<file path="src/rtl/pulse_charge_integrator.sv">
module pulse_charge_integrator #(
  parameter int SW = 12,
  parameter int QW = 20,
  parameter int LW = 10,
  parameter int IW = 3,
  parameter int HW = 4
) (
  input  logic          clk,
  input  logic          rst_n,
  input  logic [SW-1:0] sample_i,
  input  logic [SW-1:0] baseline_i,
  input  logic          positive_i,
  input  logic          start_i,
  input  logic [SW-1:0] charge_thr_i,
  input  logic [3:0]    detect_lvl_i,
  input  logic [HW-1:0] rearm_i,
  input  logic [LW-1:0] max_len_i,
  output logic          q_vld_o,
  output logic [QW-1:0] q_o,
  output logic          q_pileup_o,
  output logic [IW-1:0] q_index_o,
  output logic          q_ovf_o
);
  localparam int CW = SW + 1;
  localparam int AW = SW + LW + 1;
  localparam int MW = CW + 4;
  localparam logic signed [AW-1:0] QMAX = AW'((1 << (QW - 1)) - 1);
  localparam logic signed [AW-1:0] QMIN = ~QMAX;

  logic                 busy;
  logic signed [AW-1:0] acc, tail;
  logic [LW-1:0]        len, tlen;
  logic signed [CW-1:0] peak, valley;
  logic signed [CW-1:0] d1, d2, d3;
  logic [HW-1:0]        hold;
  logic [IW-1:0]        idx;

  logic signed [CW-1:0] c;
  assign c = positive_i ? $signed({1'b0, sample_i}) - $signed({1'b0, baseline_i})
                        : $signed({1'b0, baseline_i}) - $signed({1'b0, sample_i});

  logic signed [CW+1:0] sum4;
  logic signed [MW-1:0] metric, level;
  logic [3:0]           lvl_eff;
  assign sum4    = (CW+2)'(c) + (CW+2)'(d1) + (CW+2)'(d2) + (CW+2)'(d3);
  assign metric  = MW'(sum4) - (MW'(valley) <<< 2);
  assign lvl_eff = (detect_lvl_i == 4'd0) ? 4'd8 : detect_lvl_i;
  assign level   = MW'({lvl_eff, 2'b00});

  logic                 act, newpk, decay, lenhit, pile, fin, split, emit, pass, ovf;
  logic signed [AW-1:0] acc_b, acc1, emit_val, thr_s;
  logic [LW-1:0]        len_b, len1, maxl;
  logic signed [CW-1:0] peak1;

  assign act    = busy | start_i;
  assign acc_b  = busy ? acc : '0;
  assign len_b  = busy ? len : '0;
  assign newpk  = !busy || (c > peak);
  assign acc1   = acc_b + AW'(c);
  assign len1   = len_b + LW'(1);
  assign peak1  = newpk ? c : peak;
  assign maxl   = (max_len_i == '0) ? '1 : max_len_i;
  assign decay  = c <= (peak1 >>> 5);
  assign lenhit = len1 >= maxl;
  assign pile   = busy && (tlen >= LW'(3)) && (hold >= rearm_i) && (metric > level);
  assign fin    = act && (lenhit || decay);
  assign split  = act && !fin && pile;
  assign emit   = fin || split;

  assign emit_val = split ? acc - tail : acc1;
  assign thr_s    = AW'({1'b0, charge_thr_i});
  assign pass     = (charge_thr_i == '0) || (emit_val >= thr_s);
  assign ovf      = (emit_val > QMAX) || (emit_val < QMIN);

  always_ff @(posedge clk) begin
    if (!rst_n) begin
      d1 <= '0;
      d2 <= '0;
      d3 <= '0;
    end else begin
      d1 <= c;
      d2 <= d1;
      d3 <= d2;
    end
  end

  always_ff @(posedge clk) begin
    if (!rst_n) begin
      busy   <= 1'b0;
      acc    <= '0;
      len    <= '0;
      tail   <= '0;
      tlen   <= '0;
      peak   <= '0;
      valley <= '0;
      hold   <= '0;
      idx    <= '0;
    end else if (fin) begin
      busy <= 1'b0;
    end else if (split) begin
      acc    <= tail + AW'(c);
      len    <= tlen + LW'(1);
      peak   <= c;
      valley <= c;
      tail   <= '0;
      tlen   <= '0;
      hold   <= '0;
      idx    <= (idx == '1) ? idx : idx + IW'(1);
    end else if (act) begin
      busy <= 1'b1;
      acc  <= acc1;
      len  <= len1;
      peak <= peak1;
      if (!busy) idx <= '0;
      if (newpk) begin
        valley <= c;
        tail   <= '0;
        tlen   <= '0;
        hold   <= '0;
      end else begin
        hold <= (hold == '1) ? hold : hold + HW'(1);
        if (c < valley) begin
          valley <= c;
          tail   <= '0;
          tlen   <= '0;
        end else begin
          tail <= tail + AW'(c);
          tlen <= tlen + LW'(1);
        end
      end
    end
  end

  always_ff @(posedge clk) begin
    if (!rst_n) begin
      q_vld_o    <= 1'b0;
      q_o        <= '0;
      q_pileup_o <= 1'b0;
      q_index_o  <= '0;
      q_ovf_o    <= 1'b0;
    end else begin
      q_vld_o <= emit && pass;
      if (emit) begin
        q_o        <= ovf ? ((emit_val > QMAX) ? QMAX[QW-1:0] : QMIN[QW-1:0]) : emit_val[QW-1:0];
        q_pileup_o <= split;
        q_index_o  <= busy ? idx : '0;
        q_ovf_o    <= ovf;
      end
    end
  end
endmodule

</file>
<file path="config.mk">
export PLATFORM = sky130hd
export DESIGN_NAME = pulse_charge_integrator
export DESIGN_NICKNAME = d
export VERILOG_FILES = /design/src/rtl/pulse_charge_integrator.sv
export SDC_FILE = /design/constraint.sdc
export NUM_CORES = 1
export LEC_CHECK = 0
export ABC_AREA = 0
export BUFFER_PORTS_ARGS = -buffer_cell sky130_fd_sc_hd__buf_2
export CAP_MARGIN = 20
export CORE_MARGIN = 2
export CORE_UTILIZATION = 40
export CTS_BUF_LIST = sky130_fd_sc_hd__clkbuf_8
export DETAILED_ROUTE_END_ITERATION = 7
export MAX_ROUTING_LAYER = met4
export RECOVER_POWER = 100
export SLEW_MARGIN = 20
export SYNTH_ARGS = -nofsm -noshare
export SYNTH_HDL_FRONTEND = slang
export SYNTH_SLANG_ARGS = --single-unit
export TNS_END_PERCENT = 20
</file>
<file path="constraint.sdc">
create_clock -name clk -period 8.5 [get_ports clk]
set_clock_uncertainty 0.05 [all_clocks]
set_input_delay 0 -clock clk [delete_from_list [all_inputs] [get_ports clk]]
set_output_delay 0 -clock clk [all_outputs]
set_load 0.005 [all_outputs]
</file>
==> impl_metrics.sql <==
INSERT INTO impl_metrics (metric_group, metric, value, unit) VALUES
('yosys', 'synth.avg_cell_area', '7.89', 'um2'),
('floorplanning', 'die_height', '195', 'um'),
('power', 'powerDensity', '345', 'nW/um2'),
('route', 'routedWlPerCell', '16.1', 'um'),
('yosys', 'syn-num-nets', '2143', ''),
('yosys', 'postSynthCellCount', '1858', ''),
('layout', 'antenna-diode-count', '0', ''),
('cts', 'htree_levels', '4', ''),
('timing', 'report.final.hold_viol_count', '0', ''),
('floorplanning', 'die_w', '195', 'um'),
('timing', 'fin_hold_ws', '0.0359', 'ns'),
('cts', 'path_clk_slew', '0.09', 'ns'),
('place', 'dpl_worst_slack', '0.164', 'ns'),
('place', 'io_buffer_count', '83', ''),
('cts', 'number_of_sinks_handled_by_clock_tree_synthesis', '165', ''),
('yosys', 'synth_top_area_share', '22.5', '%'),
('layout', 'design.final.nets', '2212', ''),
('timing', 'timing.slew.headroom', '-182', '%'),
('yosys', 'yosys.cell_types.count', '82', ''),
('place', 'gpl.final_weighted_congestion', '0.890', ''),
('yosys', 'asyncSetResetFlopFracSynth', '0', '%'),
('floorplanning', 'floorplan.core_area', '36300', 'um2'),
('run', 'total_of_max_cap_violations', '3', ''),
('cts', 'tritoncts', 'yes', ''),
('yosys', 'seq_area_frac_synth', '22.5', '%'),
('route', 'detailedRoute.firstPassIterationCount', '7', ''),
('global_routing', 'grt_pass1_wl', '64700', 'um'),
('cts', 'clk_root_buffer_cell', 'sky130_fd_sc_hd__clkbuf_8', ''),
('timing', 'drv_slew', '138', ''),
('yosys', 'number_of_flops_mapped_to_enable_cells_by_yosys', '0', ''),
('timing', 'unrepaired_setup_endpoints_after_global_routing', 'false', ''),
('route', 'total_length_of_routed_wires', '38700', 'um'),
('global_routing', 'grt_overflow_total', '0', ''),
('floorplanning', 'placement_rows', '70', ''),
('run_status', 'violations', 'max-capacitance violations, max-slew violations', ''),
('setup_path', 'critPathMaxStageDelay', '0.95', 'ns'),
('place', 'placed_cells', '2372', ''),
('route', 'routed_via_density', '5.40', ''),
('cts', 'cts_setup_buffers', '0', ''),
('power', 'power.static_leakage', '7.10', 'nW'),
('route', 'detail-route-antenna-nets', '0', ''),
('yosys', 'postSynthRegisterBits', '165', ''),
('yosys', 'leading_cell_types_by_count_after_synthesis', 'sky130_fd_sc_hd__inv_1, sky130_fd_sc_hd__ha_1, sky130_fd_sc_hd__nor2_1', ''),
('setup_path', 'worst_path_required', '8.81', 'ns'),
('route', 'remaining_drcs', '0', ''),
('yosys', 'synth_most_common_cell', 'sky130_fd_sc_hd__inv_1', ''),
('global_routing', 'number_of_global_route_vias_before_repair', '13000', ''),
('setup_path', 'crit_path_max_fanout', '43', ''),
('min_path', 'worst_hold_path_type', 'input pin to register', ''),
('setup_path', 'crit_path_start_kind', 'input pin', ''),
('layout', 'flow.area_growth_from_synthesis', '9.60', '%'),
('timing', 'finalSetupViolCount', '0', ''),
('floorplanning', 'floorplan.io_pins', '84', ''),
('run_status', 'run_status', 'complete, but fails checks', ''),
('yosys', 'synthDominantAreaCellType', 'sky130_fd_sc_hd__dfxtp_1', ''),
('timing', 'final.min_clock_period', '7.85', 'ns'),
('global_routing', 'antenna_found_initial', '0', ''),
('route', 'detailroute.via_count', '13000', ''),
('cts', 'cts_inserted_buffers', '17', ''),
('cts', 'worstSkewPairLatency', '0.49', 'ns'),
('layout', 'filler_free_cell_count_of_the_finished_design', '2407', ''),
('yosys', 'netlist_area', '14700', 'um2'),
('global_routing', 'combined_global_route_utilization_of_all_metal_layers', '21.4', '%'),
('power', 'vdd_drop_max', '0.189', 'mV'),
('setup_path', 'worst-endpoint-arrival', '8.15', 'ns'),
('floorplanning', 'floorplan.initialDensity', '40.4', '%'),
('route', 'drt_first_iter_violations', '797', ''),
('timing', 'final.period_utilization', '92.3', '%'),
('timing', 'timing_worst_slew_pin_value', '4.23', 'ns'),
('setup_path', 'crit_path_end_kind', 'register', ''),
('place', 'place_hpwl', '29900', 'um');
[flip-flops by register name, summed over array words and instances (netlist names), 3 cells and up]
name       flops
d3            13
q_index_o      3
tail          23
q_o           20
d1            13
tlen          10
peak          13
hold           4
idx            3
acc           23
len           10
d2            13
valley        13
[placed cells by master, fill, tap and decap left out, drive strengths merged, types with 12 or more instances in the layout]
cell and count:
a211oi 30, a21boi 12, a21o 28, a21oi 149
a221o 19, a31oi 25, and2 43, and3 13
buf 91, clkbuf 41, dfxtp 165, fa 47
ha 180, inv 235, mux2i 24, nand2 142
nand2b 14, nand3 58, nor2 167, nor2b 21
nor3 29, o211ai 14, o21a 30, o21ai 100
or3 18, xnor2 54, xor2 38
[power breakdown]
| group | switching (mW) | internal, mW | total, mW | leakage, nW |
|---|---|---|---|---|
| Clock | 0.323 | 0.274 | 0.597 | 0.190 |
| Combinational | 2.30 | 1.60 | 3.90 | 5.56 |
| Sequential | 0.116 | 0.937 | 1.05 | 1.35 |
[worst max-delay path, delay by kind of cell]
| kind | cells | cell delay, ns |
|---|---|---|
| adder cells (fa/ha/maj) | 7 | 2.59 |
| buffers and inverters | 10 | 1.81 |
| XOR/XNOR | 1 | 0.16 |
| AO/OA/AOI/OAI | 9 | 1.71 |
| AND/OR/NAND/NOR | 6 | 1.59 |
| multiplexers | 1 | 0.25 |
[per-stage QoR]
| stage | power [mW] | cell area, um2 |
|---|---|---|
| 2_1_floorplan | 3.99 | 14700 |
| 3_3_place_gp | 4.88 | 15600 |
| 3_5_place_dp | 4.93 | 15600 |
| 4_1_cts | 5.56 | 16100 |
| 5_1_grt | 6.16 | 16100 |
| 6_report | 5.55 | 16100 |
[layout make-up]
| cell class | count | area [um2] |
|---|---|---|
| Fill cell | 3650 | 20300 |
| Sequential cell | 165 | 3300 |
| Multi-Input combinational cell | 1392 | 10300 |
| Clock buffer | 19 | 262 |
| Timing Repair Buffer | 117 | 636 |
| Inverter | 234 | 880 |
| Tap cell | 468 | 586 |
| Clock inverter | 12 | 128 |
[metal layers]
metal	track usage, %	wire length (um)
met5	-	0
met3	3.40	1370
met4	6.42	898
met2	36.1	18400
met1	26.3	18000
[repair_timing]
item,CTS,global route
resized for setup,0,25
hold buffers,4,0
hold endpoints to repair,7,0
endpoints found under the setup margin,0,1
[worst paths after layout]
| kind | depth (start not counted) | start | slack [ns] | to |
|---|---|---|---|---|
| max | 34 | baseline_i[0] | 0.65 | tail[20] |
| min | 5 | sample_i[0] | 0.04 | d1[0] |
| max reg2reg | 21 | valley[0] | 1.75 | tail[20] |
| min reg2reg | 2 | d2[1] | 0.40 | d3[1] |
[logic make-up after synthesis]
group / count (synthesis) / synth area share (%)
xor+xnor: 92 / 5.49
buf+inv: 301 / 8.05
mux: 29 / 2.02
compound gates: 495 / 22.3
flops: 165 / 22.5
fa+ha+maj: 227 / 21.8
simple gates: 549 / 17.8
(Power assumes the default switching activity.)
